--- config.mk ---
export PLATFORM = sky130hd
export DESIGN_NAME = fuse_map_unpacker
export DESIGN_NICKNAME = d
export VERILOG_FILES = /design/src/rtl/fmu_pkg.sv /design/src/rtl/fmu_clear_seq.sv /design/src/rtl/fmu_bound_chk.sv /design/src/rtl/fmu_ctrl.sv /design/src/rtl/fuse_map_unpacker.sv
export SDC_FILE = /design/constraint.sdc
export NUM_CORES = 1
export LEC_CHECK = 0
export BUFFER_PORTS_ARGS = -buffer_cell sky130_fd_sc_hd__buf_2
export CAP_MARGIN = 20
export CELL_PAD_IN_SITES_DETAIL_PLACEMENT = 0
export CELL_PAD_IN_SITES_GLOBAL_PLACEMENT = 1
export CORE_AREA = 5 5 127 129
export CTS_CLUSTER_DIAMETER = 100
export CTS_CLUSTER_SIZE = 16
export DETAILED_ROUTE_END_ITERATION = 6
export DIE_AREA = 0 0 132 134
export GPL_TIMING_DRIVEN = 0
export PLACE_DENSITY_LB_ADDON = 0.1
export SLEW_MARGIN = 20
export SYNTH_ARGS = -nofsm -noshare
export SYNTH_HDL_FRONTEND = slang
export SYNTH_SLANG_ARGS = --single-unit
--- constraint.sdc ---
create_clock -name clk -period 7.4 [get_ports clk]
set_input_delay 1.11 -clock clk [delete_from_list [all_inputs] [get_ports clk]]
set_output_delay 1.11 -clock clk [all_outputs]
set_load 0.01 [all_outputs]
--- src/rtl/fmu_pkg.sv ---
package fmu_pkg;

    localparam logic [7:0] ERASED_BYTE = 8'hFF;
    localparam int         WORDS_PER_BLK = 4;
    localparam int         LADDR_W = 12;

    typedef enum logic [3:0] {
        ST_IDLE,
        ST_CLEAR,
        ST_HDR_A,
        ST_HDR_B,
        ST_HDR_C,
        ST_WORD,
        ST_BYTE0,
        ST_BYTE1,
        ST_DONE
    } fmu_state_e;

    typedef struct packed {
        logic [7:0] blk;
        logic [3:0] absent;
    } fmu_rec_t;

    function automatic logic is_end_marker(input logic [7:0] h1, input logic [7:0] h2);
        return (h1 == ERASED_BYTE) || (h2 == ERASED_BYTE);
    endfunction

    function automatic fmu_rec_t decode_hdr(input logic [7:0] h1, input logic [7:0] h2);
        fmu_rec_t r;
        r.blk    = {h1[3:0], h2[7:4]};
        r.absent = h2[3:0];
        return r;
    endfunction

    function automatic logic [LADDR_W-1:0] word_offset(input logic [7:0] blk, input logic [1:0] wi);
        return {1'b0, blk, 3'b000} + {9'b0, wi, 1'b0};
    endfunction

endpackage

--- src/rtl/fmu_clear_seq.sv ---
module fmu_clear_seq #(
    parameter int LOG_AW = 10
) (
    input  logic              clk,
    input  logic              rst,
    input  logic              go,
    input  logic [LOG_AW:0]   log_size,
    output logic              active,
    output logic              last,
    output logic [LOG_AW-1:0] addr
);
    localparam int LW = LOG_AW + 1;

    logic [LOG_AW-1:0] cnt;

    always_ff @(posedge clk) begin
        if (rst) begin
            active <= 1'b0;
            cnt    <= '0;
        end else if (go) begin
            active <= (log_size != '0);
            cnt    <= '0;
        end else if (active) begin
            if (last) active <= 1'b0;
            cnt <= cnt + 1'b1;
        end
    end

    assign last = active && ((LW'(cnt) + LW'(1)) == log_size);
    assign addr = cnt;

endmodule

--- src/rtl/fmu_bound_chk.sv ---
module fmu_bound_chk #(
    parameter int PHY_AW = 11,
    parameter int LOG_AW = 10
) (
    input  logic [PHY_AW:0]             idx,
    input  logic [PHY_AW:0]             lim,
    input  logic [fmu_pkg::LADDR_W-1:0] waddr,
    input  logic [LOG_AW:0]             log_size,
    output logic                        phy_bad,
    output logic                        log_bad
);
    localparam int PW = PHY_AW + 2;
    localparam int CW = fmu_pkg::LADDR_W + 1;

    assign phy_bad = (PW'(idx) + PW'(2)) > PW'(lim);
    assign log_bad = (CW'(waddr) + CW'(2)) > CW'(log_size);

endmodule

--- src/rtl/fmu_ctrl.sv ---
module fmu_ctrl
    import fmu_pkg::*;
#(
    parameter int PHY_AW = 11,
    parameter int LOG_AW = 10
) (
    input  logic               clk,
    input  logic               rst,
    input  logic               start,
    input  logic [PHY_AW:0]    sec_size,
    input  logic [PHY_AW:0]    phy_size,
    input  logic               clr_active,
    input  logic               clr_last,
    input  logic [7:0]         phy_rd_data,
    input  logic               phy_bad,
    input  logic               log_bad,
    output logic               clr_go,
    output logic               phy_rd_en,
    output logic [PHY_AW-1:0]  phy_rd_addr,
    output logic               cp_wr_en,
    output logic [LOG_AW-1:0]  cp_wr_addr,
    output logic [7:0]         cp_wr_data,
    output logic [PHY_AW:0]    idx_o,
    output logic [PHY_AW:0]    lim_o,
    output logic [LADDR_W-1:0] waddr_o,
    output logic               busy,
    output logic               done,
    output logic               error
);
    localparam int PW = PHY_AW + 1;

    fmu_state_e         st, nxt;
    logic [PW-1:0]      idx, lim, idx_p1;
    logic [7:0]         hdr1;
    fmu_rec_t           rec;
    logic [2:0]         wi;
    logic [LADDR_W-1:0] waddr, waddr_p1;
    logic               word_absent;

    assign idx_p1      = idx + PW'(1);
    assign waddr       = word_offset(rec.blk, wi[1:0]);
    assign waddr_p1    = waddr + LADDR_W'(1);
    assign word_absent = rec.absent[wi[1:0]];

    always_comb begin
        nxt         = st;
        phy_rd_en   = 1'b0;
        phy_rd_addr = idx[PHY_AW-1:0];
        cp_wr_en    = 1'b0;
        cp_wr_addr  = waddr[LOG_AW-1:0];
        cp_wr_data  = phy_rd_data;
        case (st)
            ST_IDLE:  if (start) nxt = ST_CLEAR;
            ST_CLEAR: if (!clr_active || clr_last) nxt = ST_HDR_A;
            ST_HDR_A: begin
                if (idx >= lim) begin
                    nxt = ST_DONE;
                end else begin
                    phy_rd_en = 1'b1;
                    nxt       = ST_HDR_B;
                end
            end
            ST_HDR_B: begin
                phy_rd_en   = 1'b1;
                phy_rd_addr = idx_p1[PHY_AW-1:0];
                nxt         = ST_HDR_C;
            end
            ST_HDR_C: nxt = is_end_marker(hdr1, phy_rd_data) ? ST_DONE : ST_WORD;
            ST_WORD: begin
                if (wi[2]) begin
                    nxt = ST_HDR_A;
                end else if (word_absent) begin
                    nxt = ST_WORD;
                end else if (phy_bad || log_bad) begin
                    nxt = ST_DONE;
                end else begin
                    phy_rd_en = 1'b1;
                    nxt       = ST_BYTE0;
                end
            end
            ST_BYTE0: begin
                cp_wr_en    = 1'b1;
                phy_rd_en   = 1'b1;
                phy_rd_addr = idx_p1[PHY_AW-1:0];
                nxt         = ST_BYTE1;
            end
            ST_BYTE1: begin
                cp_wr_en   = 1'b1;
                cp_wr_addr = waddr_p1[LOG_AW-1:0];
                nxt        = ST_WORD;
            end
            ST_DONE:  nxt = ST_IDLE;
            default:  nxt = ST_IDLE;
        endcase
    end

    always_ff @(posedge clk) begin
        if (rst) begin
            st    <= ST_IDLE;
            idx   <= '0;
            lim   <= '0;
            hdr1  <= '0;
            rec   <= '0;
            wi    <= '0;
            error <= 1'b0;
        end else begin
            st <= nxt;
            case (st)
                ST_IDLE: if (start) begin
                    idx   <= sec_size;
                    lim   <= (phy_size > sec_size) ? (phy_size - sec_size) : '0;
                    error <= 1'b0;
                end
                ST_HDR_B: hdr1 <= phy_rd_data;
                ST_HDR_C: if (!is_end_marker(hdr1, phy_rd_data)) begin
                    rec <= decode_hdr(hdr1, phy_rd_data);
                    idx <= idx + PW'(2);
                    wi  <= '0;
                end
                ST_WORD: if (!wi[2]) begin
                    if (word_absent)               wi    <= wi + 3'd1;
                    else if (phy_bad || log_bad)   error <= 1'b1;
                end
                ST_BYTE1: begin
                    idx <= idx + PW'(2);
                    wi  <= wi + 3'd1;
                end
                default: ;
            endcase
        end
    end

    assign clr_go  = (st == ST_IDLE) && start;
    assign busy    = (st != ST_IDLE);
    assign done    = (st == ST_DONE);
    assign idx_o   = idx;
    assign lim_o   = lim;
    assign waddr_o = waddr;

endmodule

--- src/rtl/fuse_map_unpacker.sv ---
module fuse_map_unpacker #(
    parameter int PHY_AW = 11,
    parameter int LOG_AW = 10
) (
    input  logic              clk,
    input  logic              rst,
    input  logic              start,
    input  logic [PHY_AW:0]   sec_size,
    input  logic [PHY_AW:0]   phy_size,
    input  logic [LOG_AW:0]   log_size,
    output logic              phy_rd_en,
    output logic [PHY_AW-1:0] phy_rd_addr,
    input  logic [7:0]        phy_rd_data,
    output logic              log_wr_en,
    output logic [LOG_AW-1:0] log_wr_addr,
    output logic [7:0]        log_wr_data,
    output logic              done,
    output logic              error
);
    logic                            clr_go, clr_active, clr_last;
    logic [LOG_AW-1:0]               clr_addr;
    logic                            cp_wr_en;
    logic [LOG_AW-1:0]               cp_wr_addr;
    logic [7:0]                      cp_wr_data;
    logic [PHY_AW:0]                 idx, lim;
    logic [fmu_pkg::LADDR_W-1:0]     waddr;
    logic                            phy_bad, log_bad;
    logic                            busy;

    fmu_clear_seq #(.LOG_AW(LOG_AW)) u_clear (
        .clk      (clk),
        .rst      (rst),
        .go       (clr_go),
        .log_size (log_size),
        .active   (clr_active),
        .last     (clr_last),
        .addr     (clr_addr)
    );

    fmu_bound_chk #(.PHY_AW(PHY_AW), .LOG_AW(LOG_AW)) u_bound (
        .idx      (idx),
        .lim      (lim),
        .waddr    (waddr),
        .log_size (log_size),
        .phy_bad  (phy_bad),
        .log_bad  (log_bad)
    );

    fmu_ctrl #(.PHY_AW(PHY_AW), .LOG_AW(LOG_AW)) u_ctrl (
        .clk         (clk),
        .rst         (rst),
        .start       (start),
        .sec_size    (sec_size),
        .phy_size    (phy_size),
        .clr_active  (clr_active),
        .clr_last    (clr_last),
        .phy_rd_data (phy_rd_data),
        .phy_bad     (phy_bad),
        .log_bad     (log_bad),
        .clr_go      (clr_go),
        .phy_rd_en   (phy_rd_en),
        .phy_rd_addr (phy_rd_addr),
        .cp_wr_en    (cp_wr_en),
        .cp_wr_addr  (cp_wr_addr),
        .cp_wr_data  (cp_wr_data),
        .idx_o       (idx),
        .lim_o       (lim),
        .waddr_o     (waddr),
        .busy        (busy),
        .done        (done),
        .error       (error)
    );

    // erase traffic owns the port while active; decoded copies follow
    always_comb begin
        if (clr_active) begin
            log_wr_en   = 1'b1;
            log_wr_addr = clr_addr;
            log_wr_data = fmu_pkg::ERASED_BYTE;
        end else begin
            log_wr_en   = cp_wr_en;
            log_wr_addr = cp_wr_addr;
            log_wr_data = cp_wr_data;
        end
    end

endmodule

==> results.ini, run 1 <==
[finish]
final_core_util_pct=40.8
mostFrequentLayoutCell=buf_2
final_cell_mix=buf_2, nor2_1, dfxtp_1
final_nets=827
n_antenna_cell=0
area_growth_pct=19.2
drive_above_1_share_pct=19.0

[worst_setup_path]
crit_fanout=6
startpoint_type=flop
reg2regPathDepth=13
endpoint_kind=output port
worstSetupStartpoint=u_ctrl.wi[1]
r2r-start=u_ctrl.wi[1]
rrSetupSlack_ps=3790
critPathRequiredTime_ps=6290
critical_path_class=flop to output port
critPathArrivalTime_ps=3670

[grt]
grt_pass1_wl_um=25000
grt_pass1_vias=4555
grt-ovfl-total=0
grt_max_degree=13
antenna_found_initial=0
grt_usage_pct=17.8

[power_and_ir_drop]
power_per_cell_area_nw_per_um2=294
power_mw=1.79
ir_worst_vdd_v=0.000195
power.static_leakage_nw=2.67

[die]
rows=45
floorplan.initialDensity_pct=34.2
ios=79
die_w_um=132
die_h_um=134
dieArea_um2=17700
coreArea_um2=14900

[timing]
min_period_ps=4780
timing.hold.ws_ps=463
finalSetupTns_ps=0
rsz0062_at_grt=no
fin_crit_sh_pct=64.6
finalHoldViolCount=0
slew_violations=0
timing.fmax_mhz=209
worst_slack_ps=2620
setup_viol=0
worst_pin_slew_ps=828
fin_worst_skew_ps=5.12
max_slew_margin_pct=44.5

[clocking]
cts_sinks=63
htreeDepth=3
cts-root-buf=clkbuf_16
clock_path_buffers=2
cts_tree=yes
clk_pin_slew_ps=60
post_cts_buffers=0
numCtsBuffers=9
cts.repair.resized=0
cts_hold_buf=0
clk_latency_ps=340

[outcome]
status=complete, no violations

[routing]
routed_wl_um=15900
ant_nets=0
via_count=4860
vias_per_cell=5.26
drt-initial-drc-count=302
dr.pass1.iters=5
wl_per_cell_um=17.3
drc=0

[yosys]
avgSynthCellArea_um2=7.95
synth-edff-count=0
yosysWarnings=0
ys_seq_area_share_pct=24.7
synth_cells=642
synth_seq_cells=63
yosys_most_used_dff=dfxtp_1
yosysUniqueCellTypes=64
async_flop_share_pct=0
synth_area_um2=5100
syn_nets=738

[placed_design]
dp_hpwl_um=12600
routabilityCongestion=0.856
io_buffers=78
preCtsSetupSlack_ps=2980

[run]
maxCapViolations=0

[min_path]
hp-start=u_ctrl.lim_o[5]
whs_path_depth=1
hold_class=flop to flop

[final cells by class]
type | count | area (um2)
Buffer | 32 | 146
Clock buffer | 10 | 239
Clock inverter | 6 | 116
Fill cell | 1569 | 8840
Inverter | 52 | 195
Multi-Input combinational cell | 495 | 3500
Sequential cell | 63 | 1260
Tap cell | 188 | 235
Timing Repair Buffer | 78 | 390
[power by group]
part	switching, mW	total, mW	internal (mW)
clock network	0.167	0.508	0.340
registers	0.0502	0.442	0.391
logic	0.514	0.841	0.327
[state kept, by name, indices dropped and copies added (netlist names)]
register	flops
u_ctrl.error	1
u_ctrl.wi	3
u_ctrl.st	4
u_clear.active	1
u_ctrl.rec	12
u_clear.addr	10
u_ctrl.lim_o	12
u_ctrl.idx_o	12
u_ctrl.hdr1	8
[metal layers]
layer	GRT usage [%]	share of wire, %	vias to the layer above	wire length [um]
met5	0	0	-	0
met4	4.69	1.2	0	197
met3	3.30	4.3	13	693
met2	25.9	42	124	6710
met1	26.8	52	2261	8340
li1	-	-	2462	-
[synth_stat cells, drive strengths merged (2+ instances only)]
cell type	instances	area (um2)
a32o	2	20.0
a211o	3	26.3
ha	49	613
or2	13	81.3
a22oi	3	22.5
a21boi	2	15.0
or3	5	31.3
a21oi	40	200
inv	52	195
buf	16	86.3
xor2	24	210
mux2i	22	220
dfxtp	63	1260
a31oi	12	75.1
o31ai	7	52.6
nor4	6	50.0
a21o	13	97.6
o32ai	6	60.1
o22ai	8	50.1
nor2	67	251
nor3b	2	15.0
nand3	26	130
and3	9	56.3
nor3	22	125
nand4	16	100
o221ai	2	23.8
o21bai	2	15.0
and4	4	35.0
o21a	3	22.5
nand2	40	150
xnor2	33	289
clkbuf	16	60.1
o21ai	19	95.1
nor2b	7	43.8
mux2	8	90.1
a211oi	2	15.0
[kinds of logic (layout without fill, tap and decap cells)]
logic type / count (synthesis) / count (layout) / share of synthesized area, %
AND/OR/NAND/NOR: 221 / 221 / 21.7
AO/OA/AOI/OAI: 136 / 136 / 18.1
buffers and inverters: 84 / 178 / 6.70
flip-flops: 63 / 63 / 24.7
XOR/XNOR: 57 / 57 / 9.79
adder cells (fa/ha/maj): 50 / 50 / 12.4
multiplexers: 31 / 31 / 6.52
[final timing paths]
| check | to |
|---|---|
| worst min register to register | u_ctrl.lim_o[5] |
| worst min-delay path | u_ctrl.lim_o[5] |
| worst max register to register | u_ctrl.st[1] |
| worst max-delay path | phy_rd_en |
[critical path: stages (launching register included)]
cell and delay (ps):
dfxtp_1 480, ha_1 290, inv_1 80, nor3_1 370
nand3_1 150, xnor2_1 140, ha_1 290, and3_1 200
a22o_1 230, a2111oi_4 360, o221ai_2 200, nor2_1 180
a21oi_1 80, nand2_1 140, buf_2 140
[metrics by stage]
stage	instances	instance area, um2
after floorplan	642	5100
after global placement	908	5730
after detailed placement	908	5730
after CTS	924	6080
after global routing	924	6080
final	924	6080
No activity file was read; power rests on OpenSTA's default activity.
==> run 2: changes to the inputs <==
--- a/config.mk
+++ b/config.mk
@@ -5,6 +5,7 @@
 export SDC_FILE = /design/constraint.sdc
 export NUM_CORES = 1
 export LEC_CHECK = 0
+export ABC_AREA = 1
 export BUFFER_PORTS_ARGS = -buffer_cell sky130_fd_sc_hd__buf_2
 export CAP_MARGIN = 20
 export CELL_PAD_IN_SITES_DETAIL_PLACEMENT = 0
==> constraint.sdc (replaced) <==
create_clock -name clk -period 4.1 [get_ports clk]
set_input_delay 0.615 -clock clk [delete_from_list [all_inputs] [get_ports clk]]
set_output_delay 0.615 -clock clk [all_outputs]
set_load 0.01 [all_outputs]
==> results.ini, run 2 <==
[routing]
routed_wl_um=16200
wl_per_cell_um=15.1
drt-initial-drc-count=226
dr.pass1.iters=5
via_count=5270
ant_nets=0
vias_per_cell=4.93
drc=0

[yosys]
synth_area_um2=5120
synth.area.top_cells=dfxtp_1, nand2_1, ha_1
yosysTopAreaCell=dfxtp_1
yosysWarnings=0
synth.most_common_cell=nand2_1
async_flop_share_pct=0
synth_commonest_cells=nand2_1, inv_1, a21oi_1
syn_nets=881
ys_seq_area_share_pct=24.6
yosysUniqueCellTypes=41
avgSynthCellArea_um2=6.52
synth_cells=785
synth-edff-count=0
yosys_most_used_dff=dfxtp_1
synth_seq_cells=63
synth_top_area_share_pct=24.6

[finish]
mostFrequentLayoutCell=nand2_1
final_nets=971
area_growth_pct=18.2
drive_above_1_share_pct=16.8
final_cell_mix=nand2_1, inv_1, buf_2
n_antenna_cell=0
fin_cells=1068
final_core_util_pct=40.6
final_area_um2=6050

[timing]
fin_worst_skew_ps=4.99
min_period_ps=3660
fin_crit_sh_pct=89.3
slew_violations=0
finalSetupTns_ps=0
timing.hold.ws_ps=453
finalHoldViolCount=0
worst_pin_slew_ps=599
max_slew_margin_pct=60.1
timing.fmax_mhz=273
rsz0062_at_grt=no
setup_viol=0

[clocking]
cts_sinks=63
clock_path_buffers=2
numCtsBuffers=9
htreeDepth=3
clk_pin_slew_ps=60
cts.repair.resized=0
cts-root-buf=clkbuf_16
clk_latency_ps=330
cts_tree=yes

[die]
rows=45
die_w_um=132
dieArea_um2=17700
ios=79
coreArea_um2=14900
floorplan.initialDensity_pct=34.3
die_h_um=134

[placed_design]
io_buffers=77
dp_hpwl_um=13400
postPlaceCellArea_um2=5740
dp.cells=1050
routabilityCongestion=0.908

[grt]
grt_pass1_vias=5317
grt_pass1_wl_um=26400
antenna_found_initial=0
grt-ovfl-total=0
grt_max_degree=13
grt_usage_pct=18.5

[worst_setup_path]
critPathArrivalTime_ps=3040
critical_path_class=flop to output port
critPathRequiredTime_ps=3480
endpoint_kind=output port
startpoint_type=flop
crit_fanout=6

[run]
maxCapViolations=0

[power_and_ir_drop]
power_switching_mw=1.36
swShare_pct=44.1
p_comb_share_pct=46.7
power_per_cell_area_nw_per_um2=510
ir_worst_vdd_v=0.000270
power.static_leakage_nw=2.94
intPower_mw=1.73
power_frac_clock_pct=25.2
power_frac_seq_pct=28.1

[outcome]
status=complete, no violations

[min_path]
hold_class=flop to flop

-- run 2: cell count changes after synthesis, sizes merged, moves of 12 or more --
cell,change
mux2i,-22
inv,+67
nor3,-13
a21oi,+31
xnor2,-24
o21ai,+45
nand2,+145
nand3,+20
a21o,-12
nor2,+12
-- run 2: area by class of cell --
cell class | instances | area (um2)
Inverter | 120 | 450
Sequential cell | 63 | 1260
Clock inverter | 7 | 72.6
Clock buffer | 9 | 225
Fill cell | 1636 | 8870
Tap cell | 188 | 235
Buffer | 16 | 66.3
Timing Repair Buffer | 79 | 400
Multi-Input combinational cell | 586 | 3340
-- run 2: worst paths after layout --
path	startpoint	end	slack, ps	cells after the start
max	u_ctrl.wi[0]	phy_rd_en	440	17
max reg2reg	u_ctrl.wi[0]	u_ctrl.st[3]	1280	17
min reg2reg	u_ctrl.rec[2]	u_ctrl.rec[2]	450	2
min	u_ctrl.rec[2]	u_ctrl.rec[2]	450	2
-- run 2: power groups by stage --
stage	sequential (mW)	clock, mW	combinational, mW
2_1_floorplan	0.839	0	1.03
3_3_place_gp	0.877	0	1.43
3_5_place_dp	0.878	0	1.46
4_1_cts	0.866	0.806	1.46
5_1_grt	0.887	0.827	1.68
6_report	0.868	0.776	1.44
-- run 2: worst max-delay path, stage by stage (launching register included) --
cell	delay (ps)
dfxtp_1	400
inv_1	170
nor3_1	290
nand3_1	170
nor2_1	200
nand2_1	90
xor2_1	150
ha_1	290
nand2_1	70
o21ai_0	170
nand3_1	100
nand2_1	80
inv_1	40
nand2_1	40
nand2_1	100
nand4_1	100
nand3_1	90
buf_2	160
-- run 2: timing repair --
item | CTS | global route
endpoints found under the setup margin | 0 | 1
hold endpoints to repair | 0 | 0
hold buffers | 0 | 0
buffers inserted | 0 | 2
-- run 2: metrics by stage --
step | worst slack (ps) | total power, mW
2_1_floorplan | 1350 | 1.86
3_3_place_gp | 757 | 2.31
3_5_place_dp | 761 | 2.33
4_1_cts | 398 | 3.13
5_1_grt | 79.9 | 3.39
6_report | 440 | 3.09
-- run 2: layer usage --
metal | up-vias | part of all wire (%) | track usage [%]
met3 | 22 | 4.1 | 4.01
met5 | - | 0 | 0
li1 | 2739 | - | -
met2 | 118 | 50 | 33.5
met4 | 0 | 2.1 | 5.54
met1 | 2391 | 43 | 21.7
-- run 2: kinds of logic after synthesis --
group           synth area share, %
compound gates                 16.5
xor+xnor                       6.50
fa+ha+maj                      12.4
buf+inv                        10.1
flops                          24.6
simple gates                   29.9
